## src/rtl/cfgld_pkg.sv

```systemverilog
package cfgld_pkg;
  typedef enum logic [2:0] {
    PH_HDR   = 3'd0,
    PH_LEN   = 3'd1,
    PH_START = 3'd2,
    PH_DATA  = 3'd3,
    PH_CHK   = 3'd4,
    PH_PASS  = 3'd5,
    PH_HALT  = 3'd6
  } phase_t;

  localparam logic [3:0] SYNC_CODE = 4'b0010;
  localparam int TAIL_CLOCKS = 4;
endpackage

```

## src/rtl/cfgld_seq.sv

```systemverilog
module cfgld_seq
  import cfgld_pkg::*;
#(
  parameter int LEN_W      = 24,
  parameter int START_W    = 2,
  parameter int FRAME_W    = 16,
  parameter int ERR_W      = 4,
  parameter int NUM_FRAMES = 4,
  parameter int RATE_POS   = 0,
  parameter int IDX_W      = 2
) (
  input  logic             clk,
  input  logic             rst_n,
  input  logic             take,
  input  logic             bit_in,
  input  logic             express,
  input  logic             chk_ok,
  output phase_t           phase,
  output logic             last_chk,
  output logic [IDX_W-1:0] frame_idx,
  output logic             done,
  output logic             err,
  output logic             fast_sel
);
  localparam int MAX_A  = (LEN_W > START_W) ? LEN_W : START_W;
  localparam int MAX_B  = (FRAME_W > ERR_W) ? FRAME_W : ERR_W;
  localparam int MAXF   = (MAX_A > MAX_B) ? MAX_A : MAX_B;
  localparam int FC_W   = $clog2(MAXF + 1);
  localparam int CNT_W  = LEN_W + 2;

  logic [FC_W-1:0]  fcnt;
  logic [FC_W-1:0]  flen;
  logic             field_end;
  logic [2:0]       sync_sh;
  logic [LEN_W-2:0] len_sh;
  logic [CNT_W-1:0] clk_cnt;
  logic [CNT_W-1:0] thr;
  logic             thr_v;
  logic [CNT_W-1:0] cnt_nxt;

  always_comb begin
    case (phase)
      PH_LEN:   flen = FC_W'(LEN_W);
      PH_START: flen = FC_W'(START_W);
      PH_DATA:  flen = FC_W'(FRAME_W);
      PH_CHK:   flen = FC_W'(ERR_W);
      default:  flen = FC_W'(1);
    endcase
  end

  assign field_end = (fcnt == flen - FC_W'(1));
  assign last_chk  = take && (phase == PH_CHK) && field_end;
  assign cnt_nxt   = clk_cnt + CNT_W'(1);

  always_ff @(posedge clk) begin
    if (!rst_n) begin
      phase     <= PH_HDR;
      fcnt      <= '0;
      sync_sh   <= 3'b111;
      len_sh    <= '0;
      frame_idx <= '0;
      clk_cnt   <= '0;
      thr       <= '0;
      thr_v     <= 1'b0;
      done      <= 1'b0;
      err       <= 1'b0;
      fast_sel  <= 1'b0;
    end else if (take && (phase != PH_HALT)) begin
      clk_cnt <= cnt_nxt;
      if (thr_v && (cnt_nxt == thr)) done <= 1'b1;
      fcnt <= field_end ? '0 : fcnt + FC_W'(1);
      case (phase)
        PH_HDR: begin
          fcnt    <= '0;
          sync_sh <= {sync_sh[1:0], bit_in};
          if ({sync_sh, bit_in} == SYNC_CODE) phase <= PH_LEN;
        end
        PH_LEN: begin
          len_sh <= {len_sh[LEN_W-3:0], bit_in};
          if (field_end) begin
            phase <= PH_START;
            if (!express) begin
              thr   <= CNT_W'({len_sh, bit_in}) + CNT_W'(TAIL_CLOCKS);
              thr_v <= 1'b1;
            end
          end
        end
        PH_START: begin
          if (field_end) phase <= PH_DATA;
        end
        PH_DATA: begin
          if ((frame_idx == '0) && (fcnt == FC_W'(RATE_POS))) fast_sel <= bit_in;
          if (field_end) phase <= PH_CHK;
        end
        PH_CHK: begin
          if (field_end) begin
            if (!chk_ok) begin
              phase <= PH_HALT;
              err   <= 1'b1;
            end else if (frame_idx == IDX_W'(NUM_FRAMES - 1)) begin
              phase <= PH_PASS;
              if (express) begin
                thr   <= cnt_nxt + CNT_W'(TAIL_CLOCKS);
                thr_v <= 1'b1;
              end
            end else begin
              phase     <= PH_START;
              frame_idx <= frame_idx + IDX_W'(1);
            end
          end
        end
        default: fcnt <= '0;
      endcase
    end
  end
endmodule

```

## src/rtl/cfgld_frame.sv

```systemverilog
module cfgld_frame
  import cfgld_pkg::*;
#(
  parameter int               FRAME_W = 16,
  parameter int               ERR_W   = 4,
  parameter logic [ERR_W-1:0] ERR_PAT = ERR_W'(10),
  parameter int               IDX_W   = 2
) (
  input  logic               clk,
  input  logic               rst_n,
  input  logic               take,
  input  logic               bit_in,
  input  phase_t             phase,
  input  logic               last_chk,
  input  logic [IDX_W-1:0]   frame_idx,
  output logic               chk_ok,
  output logic               frm_valid,
  input  logic               frm_ready,
  output logic [FRAME_W-1:0] frm_data,
  output logic [IDX_W-1:0]   frm_idx
);
  logic [FRAME_W-1:0] data_sh;
  logic [ERR_W-2:0]   chk_sh;

  assign chk_ok = ({chk_sh, bit_in} == ERR_PAT);

  always_ff @(posedge clk) begin
    if (!rst_n) begin
      data_sh <= '0;
      chk_sh  <= '0;
    end else if (take) begin
      if (phase == PH_DATA) data_sh <= {data_sh[FRAME_W-2:0], bit_in};
      if (phase == PH_CHK)  chk_sh  <= {chk_sh[ERR_W-3:0], bit_in};
    end
  end

  always_ff @(posedge clk) begin
    if (!rst_n) begin
      frm_valid <= 1'b0;
      frm_data  <= '0;
      frm_idx   <= '0;
    end else if (last_chk && chk_ok) begin
      frm_valid <= 1'b1;
      frm_data  <= data_sh;
      frm_idx   <= frame_idx;
    end else if (frm_ready) begin
      frm_valid <= 1'b0;
    end
  end
endmodule

```

## src/rtl/cfgld_dout.sv

```systemverilog
module cfgld_dout
  import cfgld_pkg::*;
(
  input  logic   clk,
  input  logic   rst_n,
  input  logic   take,
  input  logic   bit_in,
  input  phase_t phase,
  input  logic   express,
  input  logic   done,
  output logic   dout
);
  logic chain_q;

  always_ff @(posedge clk) begin
    if (!rst_n) begin
      chain_q <= 1'b1;
    end else if (take) begin
      case (phase)
        PH_HDR, PH_LEN, PH_PASS: chain_q <= bit_in;
        default:                 chain_q <= 1'b1;
      endcase
    end
  end

  assign dout = express ? done : chain_q;
endmodule

```

## src/rtl/cfg_stream_loader.sv

```systemverilog
module cfg_stream_loader
  import cfgld_pkg::*;
#(
  parameter int               LEN_W      = 24,
  parameter int               START_W    = 2,
  parameter int               FRAME_W    = 16,
  parameter int               ERR_W      = 4,
  parameter int               NUM_FRAMES = 4,
  parameter int               RATE_POS   = 0,
  parameter logic [ERR_W-1:0] ERR_PAT    = ERR_W'(10),
  localparam int              IDX_W      = (NUM_FRAMES > 1) ? $clog2(NUM_FRAMES) : 1
) (
  input  logic               clk,
  input  logic               rst_n,
  input  logic               express,
  input  logic               in_valid,
  output logic               in_ready,
  input  logic               in_bit,
  output logic               frm_valid,
  input  logic               frm_ready,
  output logic [FRAME_W-1:0] frm_data,
  output logic [IDX_W-1:0]   frm_idx,
  output logic               dout,
  output logic               done,
  output logic               err,
  output logic               fast_sel
);
  phase_t           phase;
  logic             take;
  logic             last_chk;
  logic             chk_ok;
  logic [IDX_W-1:0] frame_idx;

  assign in_ready = !(frm_valid && !frm_ready);
  assign take     = in_valid && in_ready;

  cfgld_seq #(
    .LEN_W(LEN_W), .START_W(START_W), .FRAME_W(FRAME_W), .ERR_W(ERR_W),
    .NUM_FRAMES(NUM_FRAMES), .RATE_POS(RATE_POS), .IDX_W(IDX_W)
  ) u_seq (
    .clk(clk), .rst_n(rst_n), .take(take), .bit_in(in_bit), .express(express),
    .chk_ok(chk_ok), .phase(phase), .last_chk(last_chk), .frame_idx(frame_idx),
    .done(done), .err(err), .fast_sel(fast_sel)
  );

  cfgld_frame #(
    .FRAME_W(FRAME_W), .ERR_W(ERR_W), .ERR_PAT(ERR_PAT), .IDX_W(IDX_W)
  ) u_frame (
    .clk(clk), .rst_n(rst_n), .take(take), .bit_in(in_bit), .phase(phase),
    .last_chk(last_chk), .frame_idx(frame_idx), .chk_ok(chk_ok),
    .frm_valid(frm_valid), .frm_ready(frm_ready), .frm_data(frm_data), .frm_idx(frm_idx)
  );

  cfgld_dout u_dout (
    .clk(clk), .rst_n(rst_n), .take(take), .bit_in(in_bit), .phase(phase),
    .express(express), .done(done), .dout(dout)
  );
endmodule

```

## config.mk

```make
export PLATFORM = sky130hd
export DESIGN_NAME = cfg_stream_loader
export DESIGN_NICKNAME = d
export VERILOG_FILES = /design/src/rtl/cfgld_pkg.sv /design/src/rtl/cfgld_seq.sv /design/src/rtl/cfgld_frame.sv /design/src/rtl/cfgld_dout.sv /design/src/rtl/cfg_stream_loader.sv
export SDC_FILE = /design/constraint.sdc
export NUM_CORES = 1
export LEC_CHECK = 0
export BUFFER_PORTS_ARGS = -buffer_cell sky130_fd_sc_hd__buf_4
export CAP_MARGIN = 0
export CORE_MARGIN = 10
export CORE_UTILIZATION = 35
export DETAILED_ROUTE_END_ITERATION = 10
export GPL_TIMING_DRIVEN = 0
export PLACE_DENSITY = 0.56
export SLEW_MARGIN = 40
export SYNTH_ARGS = -nofsm -noshare
export SYNTH_HDL_FRONTEND = slang
export SYNTH_SLANG_ARGS = --single-unit
export TNS_END_PERCENT = 100
```

## constraint.sdc

```tcl
create_clock -name clk -period 2.7 [get_ports clk]
set_input_delay 0.135 -clock clk [delete_from_list [all_inputs] [get_ports clk]]
set_output_delay 0.135 -clock clk [all_outputs]
set_load 0.01 [all_outputs]
```

==> metrics.md <==
| Metric | Value |
|---|---|
| Leakage power | `0.00341 uW` |
| Layout cell share with drive strength beyond 1 | `0.173` |
| Reported max-cap violation count | `0` |
| DR pass1 iterations | `5` |
| Number of clock buffers inserted by TritonCTS | `17` |
| DRC | `0` |
| YS warnings | `0` |
| Count of flip-flops with a built-in enable after synthesis | `0` |
| Avg Inst Size Synth | `8.01 um2` |
| Clock Tree Root | `sky130_fd_sc_hd__clkbuf_16` |
| Total Die Area | `27700 um2` |
| Type of the worst setup path | `register to register` |
| Antenna Cells | `0` |
| Die outline width | `166 um` |
| WL per Instance | `16.4 um` |
| Area of the core | `21000 um2` |
| Nets@finish | `1019` |
| Post-synth top area share | `0.350` |
| Count of port buffers added during placement | `28` |
| Setup crit end kind | `register` |
| Total via count after detailed routing | `6666` |
| Flops & latches, synth | `131` |
| Req. time, crit path | `3020 ps` |
| Final WL | `21200 um` |
| Maximum number of pins on one net before global-route repair | `20` |
| Worst path arrival time | `3090 ps` |
| Placed instance count | `1238` |
| Most common flop cell mapped by yosys | `sky130_fd_sc_hd__dfxtp_1` |
| Initial core utilization | `0.356` |
| Power density over the cells | `490 nW/um2` |
| Final Wtd Congestion | `0.868` |
| Number of instances on the worst hold path | `3` |
| Wire length of the first global-routing pass | `34500 um` |
| Clock period minus worst slack | `2770 ps` |
| Biggest fanout along the worst timing path | `8` |
| Number of top-level design ports | `30` |
| Slew at the pin closest to its max-slew limit | `785 ps` |
| Sinks on the clock net | `131` |
| Number of cells on the worst reg-to-reg path | `11` |
| Top achievable clock speed | `362 MHz` |
| Synthesized net count | `948` |
| Number of antenna violations at the first check in global routing | `1` |
| All-Layer GR Usage | `0.152` |
| Synth cell count leaders | `sky130_fd_sc_hd__nand2_1 (162), sky130_fd_sc_hd__dfxtp_1 (131), sky130_fd_sc_hd__a21boi_0 (63)` |
| Max-slew headroom | `0.477` |
| Count of endpoints failing setup in the final report | `3` |
| Synth Cell Area | `7490 um2` |
| Post-synthesis cell type with the largest combined area | `sky130_fd_sc_hd__dfxtp_1` |
| Max Transition Viols Final | `0` |
| Count leader, synth | `sky130_fd_sc_hd__nand2_1` |
| Standard-cell row count | `53` |
| Compound-cell area share of the yosys netlist | `0.153` |
| Longest Clk Path Bufs | `2` |
| Post-synthesis cell count | `935` |
| H-tree depth reported by CTS | `4` |
| Biggest area contributors in the synthesized netlist | `sky130_fd_sc_hd__dfxtp_1 (35%), sky130_fd_sc_hd__nand2_1 (8.1%), sky130_fd_sc_hd__xnor2_1 (7.3%)` |
| Post-DP HPWL | `15300 um` |
| Portion of netlist area occupied by mux cells | `0.0296` |
| Nature of the critical path startpoint | `register` |
| Die Y-Extent | `166 um` |
| Synthesis-to-finish area growth | `23.5%` |
| Endpoints failing hold | `0` |
| Peak supply drop | `0.425 mV` |
| Via count of the first global-routing pass | `6278` |
| Clock-pin transition on the worst setup and hold timing paths | `70 ps` |
| Area fraction in and, or, nand and nor cells after synthesis | `0.282` |
| Total Negative Setup Slacks | `-104 ps` |
| Final Non-Filler Cells | `1294` |
| Part of the Yosys area used for sequential elements | `0.350` |
| Status | `finished, violations left` |
| Residual overflow from global routing | `0` |
| Drt via density | `5.15` |
| Fin Clk Skew | `11.6 ps` |
| Adder-cell share of the synthesized area | `0.0117` |
| Number of nets with antenna violations after routing | `0` |
| Count of different cell masters after synthesis | `66` |
| Dominant combinational cell family by area after synthesis | `simple AND/OR/NAND/NOR gates` |
| Post-route fraction of the period consumed by the critical path | `1.02` |
| Setup repair after global routing missed its margin | `yes` |
| Post-CTS Hold Buffers | `0` |
| Ys async rst share | `0` |
| Fin worst setup slack | `-65.2 ps` |
| Share of the synthesized netlist area taken by xor and xnor gates | `0.126` |
| Failing checks | `negative setup slack` |
| TritonCTS clock tree | `done` |
| Worst-Skew Late Latency | `430 ps` |
| Path category of the worst min-delay check | `input pin to register` |
| Initial drt markers | `510` |
==> where the power goes <==
part	leakage [uW]	internal [uW]	total, uW	switching (uW)
logic	0.00205	79.0	193	114
clock network	0.000299	1330	2390	1050
registers	0.00106	1940	1950	9.64
total	0.00341	3350	4530	1180
==> placed cells by master (no fill, tap or decap), types with 6 or more instances in the layout <==
cell / instances
sky130_fd_sc_hd__nor4_1: 7
sky130_fd_sc_hd__xnor2_2: 6
sky130_fd_sc_hd__xor2_1: 41
sky130_fd_sc_hd__clkbuf_16: 18
sky130_fd_sc_hd__dfxtp_1: 127
sky130_fd_sc_hd__nand3_1: 40
sky130_fd_sc_hd__nand4_1: 23
sky130_fd_sc_hd__inv_1: 14
sky130_fd_sc_hd__buf_4: 61
sky130_fd_sc_hd__a21boi_0: 60
sky130_fd_sc_hd__o211ai_1: 9
sky130_fd_sc_hd__clkbuf_1: 34
sky130_fd_sc_hd__inv_6: 6
sky130_fd_sc_hd__clkbuf_4: 7
sky130_fd_sc_hd__nor3_1: 19
sky130_fd_sc_hd__or3_1: 10
sky130_fd_sc_hd__nor2_1: 37
sky130_fd_sc_hd__and2_1: 20
sky130_fd_sc_hd__and3_1: 7
sky130_fd_sc_hd__a21oi_1: 29
sky130_fd_sc_hd__xnor2_1: 55
sky130_fd_sc_hd__nor2b_1: 30
sky130_fd_sc_hd__nand2_1: 161
sky130_fd_sc_hd__o21ai_0: 28
sky130_fd_sc_hd__mux2i_1: 21
sky130_fd_sc_hd__nor3_2: 7
==> what timing repair did <==
action	4_1_cts	5_1_grt
pin swaps	15	20
gates cloned	1	0
hold endpoints to repair	0	0
buffers inserted	15	14
endpoints found under the setup margin	57	42
gates resized for setup	69	32
==> through the flow <==
stage / total power, uW / area [um2] / utilization / setup WS [ps] / hold slack (ps)
floorplan: 2090 / 7490 / - / 27.1 / 428
detailed placement: 2150 / 8050 / 0.383 / -406 / 456
finish: 4530 / 9250 / 0.440 / -65.2 / 77.7
global placement: 2150 / 8050 / 0.383 / -412 / 450
CTS: 4570 / 9040 / 0.430 / -80.3 / 65.8
global route: 4680 / 9250 / 0.440 / -160 / 113
==> layer usage <==
metal / vias up / wire length (um) / GRT usage
met5: - / 0 / 0
met4: 0 / 344 / 0.0470
met3: 25 / 895 / 0.0348
met2: 151 / 9770 / 0.237
met1: 3117 / 10200 / 0.202
li1: 3373 / - / -
==> logic make-up after synthesis <==
kind of cell,Yosys count
and+or+nand+nor,416
AOI/OAI and AO/OA,170
DFF,131
xor gates and xnor gates,106
buffers and inverters,83
muxes,22
adders and majority gates,7
==> state kept, by name (all words and copies together) (netlist names) <==
name	flops
u_frame.frm_data	16
u_seq.len_sh	23
u_frame.frm_idx	2
u_seq.phase	3
u_seq.fast_sel	1
u_seq.thr	26
u_seq.frame_idx	2
u_seq.clk_cnt	26
u_seq.err	1
u_dout.chain_q	1
u_frame.chk_sh	3
u_frame.data_sh	16
u_seq.fcnt	5
u_seq.sync_sh	3
u_frame.frm_valid	1
u_seq.done	1
u_seq.thr_v	1
==> worst max-delay path, stage by stage, from the launching register on <==
cell and delay (ps):
sky130_fd_sc_hd__dfxtp_4 360, sky130_fd_sc_hd__ha_4 170, sky130_fd_sc_hd__buf_6 140, sky130_fd_sc_hd__and3_4 150, sky130_fd_sc_hd__buf_8 140, sky130_fd_sc_hd__xnor2_4 130, sky130_fd_sc_hd__a311o_1 350, sky130_fd_sc_hd__nand3b_1 300
sky130_fd_sc_hd__nor4_4 410, sky130_fd_sc_hd__and4_1 260, sky130_fd_sc_hd__nor3_2 40, sky130_fd_sc_hd__o221a_1 190
==> final cells by class <==
| class | count | area [um2] |
|---|---|---|
| well taps | 275 | 344 |
| fillers | 2051 | 11800 |
| multi-input cells | 721 | 4820 |
| clock buffers | 17 | 425 |
| inverters | 15 | 56.3 |
| clock inverters | 15 | 180 |
| plain buffers | 62 | 360 |
| repair buffers | 58 | 437 |
| flip-flops and latches | 131 | 2630 |
==> final timing paths <==
kind,startpoint,end,slack [ps]
max,u_seq.clk_cnt[0],u_seq.thr[22],-70
min,frm_ready,u_frame.frm_valid,80
max reg2reg,u_seq.clk_cnt[0],u_seq.thr[22],-70
min reg2reg,u_seq.thr_v,u_seq.thr_v,470
(Power assumes the default switching activity.)
